[src/rtl/sgdma_pkg.sv]
package sgdma_pkg;

  localparam logic [3:0] IDX_TIMING = 4'd0;
  localparam logic [3:0] IDX_DPTR   = 4'd1;
  localparam logic [3:0] IDX_DPTR_H = 4'd2;
  localparam logic [3:0] IDX_CUR    = 4'd3;
  localparam logic [3:0] IDX_CUR_H  = 4'd4;
  localparam logic [3:0] IDX_DEVCNT = 4'd5;
  localparam logic [3:0] IDX_MEMCNT = 4'd6;
  localparam logic [3:0] IDX_CTRL   = 4'd7;
  localparam logic [3:0] IDX_ENDA   = 4'd8;
  localparam logic [3:0] IDX_ISTAT  = 4'd9;
  localparam logic [3:0] IDX_IEN    = 4'd10;

  typedef enum logic [2:0] {
    S_IDLE, S_FETCH_A, S_FETCH_L, S_DEV_IN, S_MEM_WR, S_MEM_RD, S_DEV_OUT, S_MARK
  } state_t;

  typedef enum logic [1:0] { MS_DESC_A, MS_DESC_L, MS_DATA, MS_MARK } memSel_t;

  typedef struct packed {
    logic loadPtr;
    logic takeAddr;
    logic takeLen;
    logic nextDesc;
    logic capDev;
    logic capMem;
    logic advance;
    logic incDev;
    logic incMem;
    logic markInit;
    logic markStep;
  } strobe_t;

endpackage

[src/rtl/sgdma_datapath.sv]
module sgdma_datapath
  import sgdma_pkg::*;
#(
  parameter int LEN_W      = 16,
  parameter int MARK_BYTES = 128
) (
  input  logic        clk,
  input  logic        rstN,
  input  logic        regWe,
  input  logic [3:0]  regIdx,
  input  logic [31:0] regWData,
  input  strobe_t     stb,
  input  memSel_t     memSel,
  input  logic [31:0] memRData,
  input  logic [31:0] devInData,
  output logic [31:0] memAddr,
  output logic [31:0] memWData,
  output logic [31:0] devOutData,
  output logic        segEmpty,
  output logic        rawEol,
  output logic        eolFlag,
  output logic        lastWord,
  output logic        markLast,
  output logic [31:0] timingReg,
  output logic [31:0] descPtrReg,
  output logic [31:0] curAddr,
  output logic [31:0] endAddr,
  output logic [31:0] devCount,
  output logic [31:0] memCount
);
  localparam int MARK_WORDS = MARK_BYTES / 4;
  localparam int MARK_IDX_W = $clog2(MARK_WORDS);
  localparam int WCNT_W     = LEN_W - 1;

  logic [31:0]           descCur;
  logic [31:0]           dataBuf;
  logic [WCNT_W-1:0]     wordsLeft;
  logic [WCNT_W-1:0]     segWords;
  logic [LEN_W-1:0]      lenField;
  logic [MARK_IDX_W-1:0] markIdx;

  assign lenField = memRData[LEN_W-1:0];
  // zero length field encodes the full 64 KiB segment
  assign segWords = (lenField == '0) ? (WCNT_W'(1) << (LEN_W - 2))
                                     : WCNT_W'(lenField >> 2);
  assign segEmpty = (segWords == '0);
  assign rawEol   = memRData[31];

  always_ff @(posedge clk or negedge rstN) begin
    if (!rstN) begin
      timingReg  <= '0;
      descPtrReg <= '0;
      endAddr    <= '0;
      descCur    <= '0;
      curAddr    <= '0;
      dataBuf    <= '0;
      wordsLeft  <= '0;
      eolFlag    <= 1'b0;
      devCount   <= '0;
      memCount   <= '0;
      markIdx    <= '0;
    end else begin
      if (regWe) begin
        case (regIdx)
          IDX_TIMING: timingReg  <= regWData;
          IDX_DPTR:   descPtrReg <= regWData;
          IDX_ENDA:   endAddr    <= regWData;
          default: ;
        endcase
      end
      if (stb.loadPtr) begin
        descCur  <= descPtrReg;
        devCount <= '0;
        memCount <= '0;
      end
      if (stb.takeAddr) curAddr <= memRData;
      if (stb.takeLen) begin
        wordsLeft <= segWords;
        eolFlag   <= rawEol;
      end
      if (stb.nextDesc) descCur <= descCur + 32'd16;
      if (stb.capDev) dataBuf <= devInData;
      if (stb.capMem) dataBuf <= memRData;
      if (stb.advance) begin
        curAddr   <= curAddr + 32'd4;
        wordsLeft <= wordsLeft - 1'b1;
      end
      if (stb.incDev) devCount <= devCount + 32'd4;
      if (stb.incMem) memCount <= memCount + 32'd4;
      if (stb.markInit) markIdx <= '0;
      if (stb.markStep) markIdx <= markIdx + 1'b1;
    end
  end

  always_comb begin
    case (memSel)
      MS_DESC_A: memAddr = descCur + 32'd4;
      MS_DESC_L: memAddr = descCur + 32'd12;
      MS_MARK:   memAddr = endAddr + 32'({markIdx, 2'b00});
      default:   memAddr = curAddr;
    endcase
  end

  assign memWData   = (memSel == MS_MARK) ? '1 : dataBuf;
  assign devOutData = dataBuf;
  assign lastWord   = (wordsLeft == WCNT_W'(1));
  assign markLast   = (markIdx == MARK_IDX_W'(MARK_WORDS - 1));

endmodule

[src/rtl/sgdma_ctrl.sv]
module sgdma_ctrl
  import sgdma_pkg::*;
(
  input  logic        clk,
  input  logic        rstN,
  input  logic        regWe,
  input  logic [3:0]  regIdx,
  input  logic [2:0]  wrBits,
  input  logic        memAck,
  input  logic        memErr,
  input  logic        devInValid,
  input  logic        devOutReady,
  input  logic        segEmpty,
  input  logic        rawEol,
  input  logic        eolFlag,
  input  logic        lastWord,
  input  logic        markLast,
  output strobe_t     stb,
  output memSel_t     memSel,
  output logic        memReq,
  output logic        memWe,
  output logic        devInReady,
  output logic        devOutValid,
  output logic        dirBit,
  output logic        stopReq,
  output logic        active,
  output logic        errFlag,
  output logic [1:0]  irqStat,
  output logic [1:0]  irqEn
);
  state_t state, nextState;
  logic   ctrlWr, startAcc, memDone, memFail, memOk;
  logic   devInHs, devOutHs, doneEv, errEv, segEnd, segEol;
  logic [1:0] clrBits;

  assign ctrlWr   = regWe && (regIdx == IDX_CTRL);
  assign startAcc = ctrlWr && wrBits[0] && !wrBits[1] && (state == S_IDLE);
  assign memDone  = memReq && memAck;
  assign memFail  = memDone && memErr;
  assign memOk    = memDone && !memErr;
  assign devInHs  = devInReady && devInValid;
  assign devOutHs = devOutValid && devOutReady;
  assign active   = (state != S_IDLE);

  always_comb begin
    nextState   = state;
    stb         = '0;
    memSel      = MS_DATA;
    memReq      = 1'b0;
    memWe       = 1'b0;
    devInReady  = 1'b0;
    devOutValid = 1'b0;
    doneEv      = 1'b0;
    errEv       = 1'b0;
    segEnd      = 1'b0;
    segEol      = eolFlag;
    case (state)
      S_IDLE: if (startAcc) begin
        stb.loadPtr = 1'b1;
        nextState   = S_FETCH_A;
      end
      S_FETCH_A: begin
        memReq = 1'b1;
        memSel = MS_DESC_A;
        if (memOk) begin
          stb.takeAddr = 1'b1;
          nextState    = S_FETCH_L;
        end
      end
      S_FETCH_L: begin
        memReq = 1'b1;
        memSel = MS_DESC_L;
        if (memOk) begin
          stb.takeLen = 1'b1;
          if (segEmpty) begin
            segEnd = 1'b1;
            segEol = rawEol;
          end else begin
            nextState = dirBit ? S_DEV_IN : S_MEM_RD;
          end
        end
      end
      S_DEV_IN: begin
        devInReady = 1'b1;
        if (devInValid) begin
          stb.capDev = 1'b1;
          stb.incDev = 1'b1;
          nextState  = S_MEM_WR;
        end
      end
      S_MEM_WR: begin
        memReq = 1'b1;
        memWe  = 1'b1;
        if (memOk) begin
          stb.incMem  = 1'b1;
          stb.advance = 1'b1;
          if (lastWord) segEnd = 1'b1;
          else nextState = S_DEV_IN;
        end
      end
      S_MEM_RD: begin
        memReq = 1'b1;
        if (memOk) begin
          stb.capMem = 1'b1;
          stb.incMem = 1'b1;
          nextState  = S_DEV_OUT;
        end
      end
      S_DEV_OUT: begin
        devOutValid = 1'b1;
        if (devOutReady) begin
          stb.incDev  = 1'b1;
          stb.advance = 1'b1;
          if (lastWord) segEnd = 1'b1;
          else nextState = S_MEM_RD;
        end
      end
      S_MARK: begin
        memReq = 1'b1;
        memWe  = 1'b1;
        memSel = MS_MARK;
        if (memOk) begin
          stb.markStep = 1'b1;
          if (markLast) begin
            doneEv    = 1'b1;
            nextState = S_IDLE;
          end
        end
      end
      default: nextState = S_IDLE;
    endcase
    if (segEnd) begin
      if (segEol) begin
        stb.markInit = 1'b1;
        nextState    = S_MARK;
      end else begin
        stb.nextDesc = 1'b1;
        nextState    = S_FETCH_A;
      end
    end
    if (memFail) begin
      stb       = '0;
      errEv     = 1'b1;
      nextState = S_IDLE;
    end else if (stopReq && active && !memDone && !devInHs && !devOutHs) begin
      stb       = '0;
      nextState = S_IDLE;
    end
  end

  assign clrBits = (regWe && regIdx == IDX_ISTAT) ? wrBits[1:0] : 2'b00;

  always_ff @(posedge clk or negedge rstN) begin
    if (!rstN) begin
      state   <= S_IDLE;
      dirBit  <= 1'b0;
      stopReq <= 1'b0;
      errFlag <= 1'b0;
      irqStat <= '0;
      irqEn   <= '0;
    end else begin
      state <= nextState;
      if (ctrlWr && state == S_IDLE) dirBit <= wrBits[2];
      if (ctrlWr && wrBits[1]) stopReq <= 1'b1;
      else if (state == S_IDLE) stopReq <= 1'b0;
      if (errEv) errFlag <= 1'b1;
      else if (startAcc) errFlag <= 1'b0;
      irqStat <= (irqStat & ~clrBits) | {errEv, doneEv};
      if (regWe && regIdx == IDX_IEN) irqEn <= wrBits[1:0];
    end
  end

endmodule

[src/rtl/sgdma_top.sv]
module sgdma_top
  import sgdma_pkg::*;
#(
  parameter int LEN_W      = 16,
  parameter int MARK_BYTES = 128
) (
  input  logic        clk,
  input  logic        rstN,
  input  logic        regWe,
  input  logic [3:0]  regIdx,
  input  logic [31:0] regWData,
  output logic [31:0] regRdData,
  output logic        memReq,
  output logic        memWe,
  output logic [31:0] memAddr,
  output logic [31:0] memWData,
  input  logic [31:0] memRData,
  input  logic        memAck,
  input  logic        memErr,
  input  logic        devInValid,
  output logic        devInReady,
  input  logic [31:0] devInData,
  output logic        devOutValid,
  input  logic        devOutReady,
  output logic [31:0] devOutData,
  output logic        irqOut
);
  strobe_t     stb;
  memSel_t     memSel;
  logic        segEmpty, rawEol, eolFlag, lastWord, markLast;
  logic        dirBit, stopReq, active, errFlag;
  logic [1:0]  irqStat, irqEn;
  logic [31:0] timingReg, descPtrReg, curAddr, endAddr, devCount, memCount;
  logic [31:0] ctrlWord;

  sgdma_ctrl u_ctrl (
    .clk(clk), .rstN(rstN), .regWe(regWe), .regIdx(regIdx), .wrBits(regWData[2:0]),
    .memAck(memAck), .memErr(memErr), .devInValid(devInValid), .devOutReady(devOutReady),
    .segEmpty(segEmpty), .rawEol(rawEol), .eolFlag(eolFlag), .lastWord(lastWord),
    .markLast(markLast), .stb(stb), .memSel(memSel), .memReq(memReq), .memWe(memWe),
    .devInReady(devInReady), .devOutValid(devOutValid), .dirBit(dirBit),
    .stopReq(stopReq), .active(active), .errFlag(errFlag), .irqStat(irqStat), .irqEn(irqEn)
  );

  sgdma_datapath #(.LEN_W(LEN_W), .MARK_BYTES(MARK_BYTES)) u_dp (
    .clk(clk), .rstN(rstN), .regWe(regWe), .regIdx(regIdx), .regWData(regWData),
    .stb(stb), .memSel(memSel), .memRData(memRData), .devInData(devInData),
    .memAddr(memAddr), .memWData(memWData), .devOutData(devOutData),
    .segEmpty(segEmpty), .rawEol(rawEol), .eolFlag(eolFlag), .lastWord(lastWord),
    .markLast(markLast), .timingReg(timingReg), .descPtrReg(descPtrReg),
    .curAddr(curAddr), .endAddr(endAddr), .devCount(devCount), .memCount(memCount)
  );

  assign ctrlWord = {27'd0, errFlag, active, dirBit, stopReq, 1'b0};

  always_comb begin
    case (regIdx)
      IDX_TIMING: regRdData = timingReg;
      IDX_DPTR:   regRdData = descPtrReg;
      IDX_CUR:    regRdData = curAddr;
      IDX_DEVCNT: regRdData = devCount;
      IDX_MEMCNT: regRdData = memCount;
      IDX_CTRL:   regRdData = ctrlWord;
      IDX_ENDA:   regRdData = endAddr;
      IDX_ISTAT:  regRdData = {30'd0, irqStat};
      IDX_IEN:    regRdData = {30'd0, irqEn};
      default:    regRdData = '0;
    endcase
  end

  assign irqOut = |(irqStat & irqEn);

endmodule

[config.mk]
export PLATFORM = sky130hd
export DESIGN_NAME = sgdma_top
export DESIGN_NICKNAME = d
export VERILOG_FILES = /design/src/rtl/sgdma_pkg.sv /design/src/rtl/sgdma_datapath.sv /design/src/rtl/sgdma_ctrl.sv /design/src/rtl/sgdma_top.sv
export SDC_FILE = /design/constraint.sdc
export NUM_CORES = 1
export LEC_CHECK = 0
export ABC_CLOCK_PERIOD_IN_PS = 4500
export CORE_ASPECT_RATIO = 1.5
export CORE_MARGIN = 2
export CORE_UTILIZATION = 55
export CTS_BUF_LIST = sky130_fd_sc_hd__clkbuf_8 sky130_fd_sc_hd__clkbuf_16
export DETAILED_ROUTE_END_ITERATION = 7
export PLACE_DENSITY = 0.81
export SLEW_MARGIN = 10
export SYNTH_ARGS = -nofsm -noshare
export SYNTH_HDL_FRONTEND = slang
export SYNTH_SLANG_ARGS = --single-unit
[constraint.sdc]
create_clock -name clk -period 4.5 [get_ports clk]
set_clock_uncertainty 0.15 [all_clocks]
set_input_delay 1.125 -clock clk [delete_from_list [all_inputs] [get_ports clk]]
set_output_delay 1.125 -clock clk [all_outputs]
set_load 0.02 [all_outputs]
==> run metrics, run 1 <==
Sw Ratio=0.392; Data arrival, critical path=3270 ps; failing checks=negative setup slack; DR vias=15210; max cap viols=0; Pins Over Slew Limit=0; Max FO, Critical Path=5; largest net degree at the start of global routing=90; drt initial violations=1370; most common cell after layout, fill and taps aside=dfrtp_1; Synth Register Bits=283; Clock Power Share=0.225; Area contributors post-synth=dfrtp_1 (44%), mux2_2 (7.0%), a22oi_1 (5.4%), nand2_1 (5.2%), nand3_1 (3.3%); mean post-synth cell area=9.27 um2; Hold Fails Final Rpt=0; min Tclk post-route=4550 ps; Final Cell Area=0.0203 mm2; Max Root-Sink Buffers=3; combinational power share=0.390; synth unique cells=69; switching power=4.14 mW; Int Pwr=6.44 mW; dominant cell type by area after synthesis=dfrtp_1; Worst-Skew Late Latency=570 ps; GRT Total Usage=0.342; number of synthesized flops with an enable pin=0; Top Ports=240; register area share after synthesis=0.437; Max-Slew Margin vs Limit=0.319; final setup fails=1; CTS buffer count=27; fillcell total=2338; Vias per Instance=6.34; asr flop ratio synth=1.00; Final Net Count=2106; Power Density=521 mW/mm2; yosys warns=0; CP required=3220 ps; outcome=finished with violations; CP Capture Type=output pin; Min Hold Slack=336 ps; clock slew at reported path FFs=70 ps; gr ovfl total=0; die width=144 um; Num Clock Sinks=283; area of the multi-input gates=0.00875 mm2; drt drc=0; Final HPWL DP=39.8 mm; first-pass GRT wire length=82.6 mm; HP Class=reg -> reg; CTS tree=done; die height=214 um; setup_tns=-47.1 ps; cts hold-fix bufs=0; CP Class=reg -> out; area occupied by registers=0.00709 mm2; syn_nets=1873; Placement Setup Slack=-53.4 ps; leakage=9.02 nW; PnR worst setup slack=-47.1 ps; TritonRoute pass-1 iters=6; RSZ-0062 raised after global routing=true; Max Clock Freq=0.220 GHz; IO buf count=239; VDD IR max=0.000285 V; Setup crit start kind=flop; vias in the first global route=14988; ANT nets after route=0; post-synthesis cell count=1750; die area=0.0309 mm2; Rows=77; Worst-Margin Slew=1020 ps; Initial Utilization=0.554; Final period util=1.01; synthesis-to-layout area growth=25.2%; Antenna diodes=0; Root Buffer=clkbuf_16; dpl cell area=0.0193 mm2; most used flip-flop cell after synthesis=dfrtp_1; antenna violations before repair=0; cell area after synthesis=0.0162 mm2; highest-count cells in the layout ignoring fill and taps=dfrtp_1 (279), nand2_1 (222), clkdlybuf4s50_1 (180); RePlAce Congestion=0.970; layout cell share with drive strength beyond 1=0.131; r2r setup slk=1160 ps; H-tree depth=1; WL/cell=22.1 um; final WL=53.1 mm; core footprint=0.0293 mm2; post-synth top area share=0.437; Seq pwr share=0.385
## final timing paths
check                                   from                end  cells past startpoint
max                          u_dp.markIdx[0]        memAddr[12]                     12
max reg2reg                  u_ctrl.state[1]   u_dp.descCur[29]                      8
min in group asynchronous               rstN  u_dp.timingReg[5]                      1
min reg2reg                u_dp.memCount[31]  u_dp.memCount[31]                      1
min                        u_dp.memCount[31]  u_dp.memCount[31]                      1
max in group asynchronous               rstN   u_dp.endAddr[23]                      2
## cells in the mapped netlist, types with 10 or more instances
master / n
dfrtp_1: 283
nand2_1: 223
nor2_1: 128
a22oi_1: 116
nand3_1: 108
mux2_2: 101
o21ai_0: 87
clkbuf_1: 77
a21oi_1: 72
xnor2_1: 48
mux2i_1: 46
nand2b_1: 44
o211ai_1: 38
and3_1: 36
nand4_1: 30
inv_1: 28
xor2_1: 24
nor3_1: 23
buf_1: 15
ha_1: 14
o31ai_1: 13
and2_1: 12
and4_1: 12
a31oi_1: 11
nor2b_1: 11
o311ai_1: 11
nor4_1: 10
## critical path, cell delays in order (launching register included)
cell and delay (ps):
dfrtp_1 400, ha_2 190, fa_2 360, a21o_1 180, a21oi_2 180, nor2b_2 70, o211ai_1 190, buf_4 180
buf_2 200, nor2b_1 80, xnor2_1 140, o221ai_1 320, buf_4 220
## layout make-up
cell class	count	share of cell area
clock buffers	31	0.0360
clock inverters	18	0.00868
flip-flops and latches	283	0.349
repair buffers	302	0.146
multi-input cells	1341	0.431
inverters	28	0.00517
well taps	395	0.0243
## sequential cells by signal (all words and copies together) (netlist names)
name and count:
u_dp.curAddr 32, u_dp.descCur 32, u_dp.descPtrReg 32, u_dp.devOutData 32
u_dp.endAddr 32, u_dp.timingReg 32, u_dp.devCount 30, u_dp.memCount 30
u_dp.wordsLeft 15, u_dp.markIdx 5, u_ctrl.state 3, u_ctrl.irqEn 2
u_ctrl.irqStat 2, u_ctrl.dirBit 1, u_ctrl.errFlag 1, u_ctrl.stopReq 1
u_dp.eolFlag 1
## what timing repair did
| item | in CTS | in global routing |
|---|---|---|
| setup buffers | 4 | 0 |
| pin swaps | 0 | 4 |
| gates cloned | 1 | 0 |
| gates resized for setup | 81 | 43 |
| endpoints found under the setup margin | 36 | 38 |
## power groups by stage
stage | combinational, mW | sequential (mW) | clock, mW
floorplan | 2.22 | 3.92 | 0
global placement | 4.12 | 4.05 | 0
detailed placement | 4.20 | 4.07 | 0
CTS | 4.12 | 4.03 | 2.40
global route | 4.46 | 4.16 | 2.48
finish | 4.13 | 4.08 | 2.38
## per-layer routing
| metal | wire length [um] | track usage | vias up |
|---|---|---|---|
| li1 | - | - | 6891 |
| met5 | 0 | 0 | - |
| met1 | 20600 | 0.437 | 7465 |
| met4 | 2370 | 0.153 | 0 |
| met3 | 3820 | 0.0460 | 139 |
| met2 | 26300 | 0.577 | 715 |
## stage by stage
step / cells / total power [mW] / util
2_1_floorplan: 1750 / 6.15 / -
3_3_place_gp: 2344 / 8.17 / 0.660
3_5_place_dp: 2344 / 8.27 / 0.660
4_1_cts: 2398 / 10.5 / 0.691
5_1_grt: 2398 / 11.1 / 0.694
6_report: 2398 / 10.6 / 0.694
## kinds of logic after synthesis
kind of cell / Yosys count / share of synthesized area
AOI/OAI and AO/OA: 426 / 0.177
xor gates and xnor gates: 72 / 0.0389
adders and majority gates: 16 / 0.0133
buffers and inverters: 126 / 0.0308
DFF: 283 / 0.437
muxes: 147 / 0.0985
and+or+nand+nor: 680 / 0.205
Power figures use the tool's default switching activity.
==> run 2, diff against run 1 <==
--- a/config.mk
+++ b/config.mk
@@ -5,13 +5,15 @@
 export SDC_FILE = /design/constraint.sdc
 export NUM_CORES = 1
 export LEC_CHECK = 0
-export ABC_CLOCK_PERIOD_IN_PS = 4500
+export ABC_CLOCK_PERIOD_IN_PS = 4900
+export CELL_PAD_IN_SITES_DETAIL_PLACEMENT = 0
+export CELL_PAD_IN_SITES_GLOBAL_PLACEMENT = 1
 export CORE_ASPECT_RATIO = 1.5
 export CORE_MARGIN = 2
-export CORE_UTILIZATION = 55
+export CORE_UTILIZATION = 42
 export CTS_BUF_LIST = sky130_fd_sc_hd__clkbuf_8 sky130_fd_sc_hd__clkbuf_16
 export DETAILED_ROUTE_END_ITERATION = 7
-export PLACE_DENSITY = 0.81
+export PLACE_DENSITY = 0.83
 export SLEW_MARGIN = 10
 export SYNTH_ARGS = -nofsm -noshare
 export SYNTH_HDL_FRONTEND = slang
==> constraint.sdc (replaced) <==
create_clock -name clk -period 4.9 [get_ports clk]
set_clock_uncertainty 0.15 [all_clocks]
set_input_delay 1.225 -clock clk [delete_from_list [all_inputs] [get_ports clk]]
set_output_delay 1.225 -clock clk [all_outputs]
set_load 0.02 [all_outputs]
==> run 2 against run 1 <==
  * The flow now finishes without violations
  * Final area rose by 1.3%
  * Combinational power fell by 8.0%
  * Core utilization is 16 points lower
  * Sequential share of layout area fell by 0.46 points
  * Largest cell class unchanged
==> run metrics, run 2 (synthesis results as in run 1) <==
Max FO, Critical Path=11 (+6); Worst-Skew Late Latency=570 ps (about the same); Pins Over Slew Limit=0 (unchanged); clock slew at reported path FFs=70 ps (about the same); WL/cell=22.0 um (-0.85%); Final HPWL DP=40.5 mm (+1.9%); VDD IR max=0.000333 V (+17%); largest net degree at the start of global routing=112 (+24%); CP required=3520 ps (+300 ps); CP max stage cell=dfrtp_1; slowest stage delay, CP=430 ps (+30 ps); CP Capture Type=output pin; drt drc=0 (unchanged); core footprint=0.0383 mm2 (+31%); leakage=8.76 nW (-2.9%); TritonRoute pass-1 iters=6 (unchanged); min Tclk post-route=4780 ps; CP Class=reg -> out; Max Clock Freq=0.209 GHz; Final Net Count=2096 (-0.47%); max cap viols=0 (unchanged); most common cell after layout, fill and taps aside=dfrtp_1; drt initial violations=1203 (-12%); Top Ports=240 (unchanged); die width=164 um (+14%); GRT Total Usage=0.268 (-0.0738); Vias per Instance=5.97 (-5.8%); final setup fails=0 (-1); Initial Utilization=0.423 (-0.130); ANT nets after route=0 (unchanged); die height=245 um (+14%); first-pass GRT wire length=84.0 mm (+1.7%); die area=0.0402 mm2 (+30%); final WL=54.7 mm (+3.0%); crit path cell chain=ha_1, fa_1, a21o_1, a21oi_2, nor2b_1, o211ai_1, buf_6, nor3_1, xnor2_1, o221ai_1, dlygate4sd2_1; CTS buffer count=29 (+7.4%); gr ovfl total=0 (unchanged); RSZ-0062 raised after global routing=false; Min Hold Slack=327 ps (-9.59 ps); RePlAce Congestion=0.922 (-5.0%); Max-Slew Margin vs Limit=0.312 (-0.00699); synthesis-to-layout area growth=26.9%; Setup crit start kind=flop; vias in the first global route=14645 (-2.3%); Final period util=0.976; layout cell share with drive strength beyond 1=0.123 (-0.00806); outcome=finished, final reports clean; highest-count cells in the layout ignoring fill and taps=dfrtp_1 (282), nand2_1 (222), clkdlybuf4s50_1 (216); Data arrival, critical path=3410 ps (+140 ps); HP Class=reg -> reg; H-tree depth=1 (unchanged); antenna violations before repair=0 (unchanged); Max Root-Sink Buffers=3 (unchanged); Num Clock Sinks=283 (unchanged); DR vias=14876 (-2.2%); Root Buffer=clkbuf_16; setup_tns=0 ps (+47.1 ps); Worst-Margin Slew=1030 ps (+10.5 ps); Rows=88 (+14%); Hold Fails Final Rpt=0 (unchanged); Power Density=497 mW/mm2 (-4.6%); Antenna diodes=0 (unchanged); CTS tree=done; cts hold-fix bufs=0 (unchanged); IO buf count=239 (unchanged); Final Util=0.537 (-0.157)
==> run 2: final timing paths <==
check                                startpoint          endpoint  slack [ps]  cells past startpoint
worst max register to register  u_ctrl.state[2]  u_dp.descCur[29]        1680                      9
worst max-delay path            u_dp.markIdx[0]       memAddr[24]         120                     11
worst min register to register  u_dp.descCur[1]   u_dp.descCur[1]         330                      2
max in group asynchronous                  rstN   u_dp.descCur[8]        3040                      2
min in group asynchronous                  rstN   u_ctrl.irqEn[1]         550                      1
worst min-delay path            u_dp.descCur[1]   u_dp.descCur[1]         330                      2
==> run 2: cell type report <==
type / count / area (um2)
sequential: 283 / 7080
inverter: 28 / 105
clock inverter: 21 / 378
multi-input combinational: 1341 / 8730
timing repair buffer: 290 / 2880
clock buffer: 33 / 781
tap: 495 / 619
fill: 3478 / 17700
==> run 2: what timing repair did <==
action	in CTS	in global routing
buffers inserted	2	0
endpoints found under the setup margin	24	24
pin swaps	0	0
cloned	0	0
resized for setup	25	22
==> run 2: power breakdown <==
| group | leakage (nW) | internal, mW | switching [mW] |
|---|---|---|---|
| combinational | 4.61 | 1.78 | 2.02 |
| sequential | 3.58 | 2.93 | 0.809 |
| clock | 0.561 | 1.68 | 1.01 |
| total | 8.76 | 6.39 | 3.84 |
==> run 2: metal layers <==
layer	global-route usage	wire length, um	vias to the layer above
li1	-	-	6877
met1	0.341	22700	7340
met2	0.458	26800	547
met3	0.0357	3010	112
met4	0.111	2230	0
met5	0	0	-
==> run 2: metrics by stage <==
stage / worst slack [ps] / instance area [um2] / power [mW] / instances
detailed placement: 143 / 19400 / 7.59 / 2435
floorplan: 936 / 16200 / 5.65 / 1750
finish: 119 / 20600 / 10.2 / 2491
global route: 6.96 / 20600 / 10.7 / 2491
global placement: 200 / 19400 / 7.51 / 2435
CTS: 15.0 / 20600 / 10.3 / 2491
==> run 2: critical path: cells and delay by family, from the launching register on <==
family | cells | cell delay (ps)
AOI/OAI and AO/OA | 4 | 890
adders and majority gates | 2 | 640
buffers and inverters | 2 | 580
DFF | 1 | 430
and+or+nand+nor | 2 | 160
xor gates and xnor gates | 1 | 120
==> run 3, diff against run 2 <==
--- a/config.mk
+++ b/config.mk
@@ -5,15 +5,15 @@
 export SDC_FILE = /design/constraint.sdc
 export NUM_CORES = 1
 export LEC_CHECK = 0
-export ABC_CLOCK_PERIOD_IN_PS = 4900
+export ABC_CLOCK_PERIOD_IN_PS = 4000
 export CELL_PAD_IN_SITES_DETAIL_PLACEMENT = 0
 export CELL_PAD_IN_SITES_GLOBAL_PLACEMENT = 1
 export CORE_ASPECT_RATIO = 1.5
-export CORE_MARGIN = 2
-export CORE_UTILIZATION = 42
+export CORE_MARGIN = 1
+export CORE_UTILIZATION = 38
 export CTS_BUF_LIST = sky130_fd_sc_hd__clkbuf_8 sky130_fd_sc_hd__clkbuf_16
 export DETAILED_ROUTE_END_ITERATION = 7
-export PLACE_DENSITY = 0.83
+export PLACE_DENSITY = 0.79
 export SLEW_MARGIN = 10
 export SYNTH_ARGS = -nofsm -noshare
 export SYNTH_HDL_FRONTEND = slang
==> constraint.sdc (replaced) <==
create_clock -name clk -period 4 [get_ports clk]
set_clock_uncertainty 0.15 [all_clocks]
set_input_delay 0.8 -clock clk [delete_from_list [all_inputs] [get_ports clk]]
set_output_delay 0.8 -clock clk [all_outputs]
set_load 0.02 [all_outputs]
==> run 3 against run 2 <==
  * Non-clock buffer count grew 48
  * Via count grew 1.5%
  * Die area grew 8.2%
  * Clock power grew 16%
  * First-iteration DRC count grew 2.9%
  * Power grew 21%
  * Hold slack gained 1.3 ps
  * Routed wire length grew 3.0%
  * Sequential share of layout area shrank 0.68 points
  * Core utilization shrank 3.7 points
  * Highest routed layer unchanged
  * Critical endpoint is now memAddr[14]
==> run metrics, run 3 (synthesis results as in run 1) <==
largest net degree at the start of global routing=93 (-17%); Power Density=590 mW/mm2 (+19%); Max-Slew Margin vs Limit=0.430 (+0.118); Final Net Count=2145 (+2.3%); setup_tns=0 ps (unchanged); clock slew at reported path FFs=60 ps (about the same); Num Clock Sinks=283 (unchanged); Pins Over Slew Limit=0 (unchanged); Hold Fails Final Rpt=0 (unchanged); layout cell share with drive strength beyond 1=0.159 (+0.0357); synthesis-to-layout area growth=29.5%; Final Util=0.500 (-0.0369); Int Pwr=7.68 mW (+20%); drt drc=0 (unchanged); CP Class=reg -> out; drt initial violations=1238 (+2.9%); Initial Utilization=0.386 (-0.0373); Min Hold Slack=328 ps (+1.35 ps); HP Class=reg -> reg; Rows=92 (+4.5%); CP required=3050 ps (-470 ps); hold endpoint=u_dp.descCur[1]; Placement Setup Slack=47.3 ps (-95.5 ps); slowest stage delay, CP=380 ps (-50 ps); CTS tree=done; Crit Reg-Reg Startpoint=u_ctrl.state[1]; Clock Power Share=0.251 (-0.011); Max FO, Critical Path=9 (-2); most common cell after layout, fill and taps aside=dfrtp_1; die area=0.0435 mm2 (+8.2%); outcome=finished, final reports clean; Antenna diodes=0 (unchanged); GRT busiest layer=met2; WL/cell=21.6 um (-1.6%); GRT Total Usage=0.257 (-0.0111); Placed Cells=2544 (+4.5%); Data arrival, critical path=3020 ps (-390 ps); Final HPWL DP=41.8 mm (+3.0%); Worst-Margin Slew=850 ps (-178 ps); RSZ-0062 raised after global routing=true; ANT nets after route=0 (unchanged); Max Clock Freq=0.252 GHz; antenna violations before repair=0 (unchanged); final WL=56.3 mm (+3.0%); Seq pwr share=0.365 (about the same); met3 GRT Util=0.0357 (+0.0000659); CTS buffer count=30 (+3.4%); non-filler cells, final=2609 (+4.7%); core footprint=0.0420 mm2 (+9.7%); Top Ports=240 (unchanged); die height=255 um (+4.2%); CP max stage cell=dfrtp_1; die width=171 um (+3.8%); min Tclk post-route=3970 ps; GRT met2 Usage=0.440 (-0.0184); Final period util=0.993; Vias per Instance=5.79 (-3.1%); vias in the first global route=14989 (+2.3%); Setup crit start kind=flop; met1 Use GR=0.325 (-0.0164); switching power=4.72 mW (+23%); max cap viols=0 (unchanged); Crit path top cell by count=buf_6; r2r setup slk=940 ps (-740 ps); hold depth=2 (unchanged); first-pass GRT wire length=86.5 mm (+3.0%); RePlAce Congestion=0.936 (+1.5%); Worst-Skew Late Latency=580 ps (about the same); Power, Total=12.4 mW (+21%); final setup fails=0 (unchanged); gr ovfl total=0 (unchanged); TritonRoute pass-1 iters=6 (unchanged); Worst Min Path Start=u_dp.descCur[1]; Max Root-Sink Buffers=3 (unchanged); PnR worst setup slack=29.4 ps (-89.9 ps); r2r endpoint=u_dp.descCur[6]; Root Buffer=clkbuf_16; combinational power share=0.384 (+0.012); VDD IR max=0.000269 V (-19%); R2R depth=10 (+1); leakage=9.03 nW (+3.1%); Sw Ratio=0.381 (+0.00543); dpl cell area=0.0198 mm2 (+2.0%); IO buf count=239 (unchanged); CP Capture Type=output pin; DR vias=15097 (+1.5%); Final Cell Area=0.0210 mm2 (+2.1%); crit path cell chain=ha_2, fa_2, a21o_1, a21oi_2, nor2b_1, o211ai_1, buf_6, buf_6, nor2_1, xnor2_1, o221ai_1, buf_4; highest-count cells in the layout ignoring fill and taps=dfrtp_1 (277), nand2_1 (222), clkdlybuf4s50_1 (199); H-tree depth=1 (unchanged)
[run 3: cell types whose count changed in the layout (fill, tap and decap cells not counted), moves of 5 or more]
cell	before	now
o21ai_1	7	13
clkdlybuf4s50_1	216	199
buf_4	43	97
buf_2	0	7
dfrtp_2	1	6
dfrtp_1	282	277
o21ai_0	83	77
buf_6	1	6
[run 3: repair_timing]
item	CTS	global route
cloned	0	0
resized for setup	122	50
hold buffers	1	0
hold endpoints to repair	31	0
pin swaps	0	1
setup endpoints to repair	32	39
setup buffers	5	4
[run 3: layout make-up]
type                    instances  area [um2]
clock inverters                20         264
well taps                     564         706
multi-input cells            1341        8800
clock buffers                  35         831
fillers                      3936       21000
inverters                      28         105
repair buffers                338        3220
flip-flops and latches        283        7090
[run 3: critical path, delay by kind of cell, from the launching register on]
| kind | cells | cell delay, ps |
|---|---|---|
| AOI/OAI and AO/OA | 4 | 750 |
| xor gates and xnor gates | 1 | 110 |
| adders and majority gates | 2 | 540 |
| buffers and inverters | 3 | 520 |
| DFF | 1 | 380 |
| and+or+nand+nor | 2 | 120 |
[run 3: power groups by stage]
stage / registers (mW) / clock network, mW / logic, mW
after global placement: 4.51 / 0 / 4.76
after CTS: 4.50 / 3.17 / 4.76
final: 4.53 / 3.11 / 4.76
after global routing: 4.63 / 3.27 / 5.14
after detailed placement: 4.54 / 0 / 4.84
after floorplan: 4.41 / 0 / 2.50
[run 3: routing by layer]
metal	part of all wire	up-vias	wire [um]
met3	0.056	116	3170
li1	-	6995	-
met1	0.42	7452	23700
met5	0	-	0
met2	0.49	534	27400
met4	0.038	0	2130
[run 3: how the worst max path moves through the flow]
stage / to / startpoint / cells after the start
after floorplan: memAddr[26] / u_dp.markIdx[0] / 10
after global placement: memAddr[18] / u_dp.endAddr[2] / 12
after detailed placement: regRdData[22] / regIdx[2] / 7
after CTS: memAddr[10] / u_dp.endAddr[2] / 12
after global routing: memAddr[14] / u_dp.endAddr[2] / 12
final: memAddr[14] / u_dp.endAddr[2] / 12
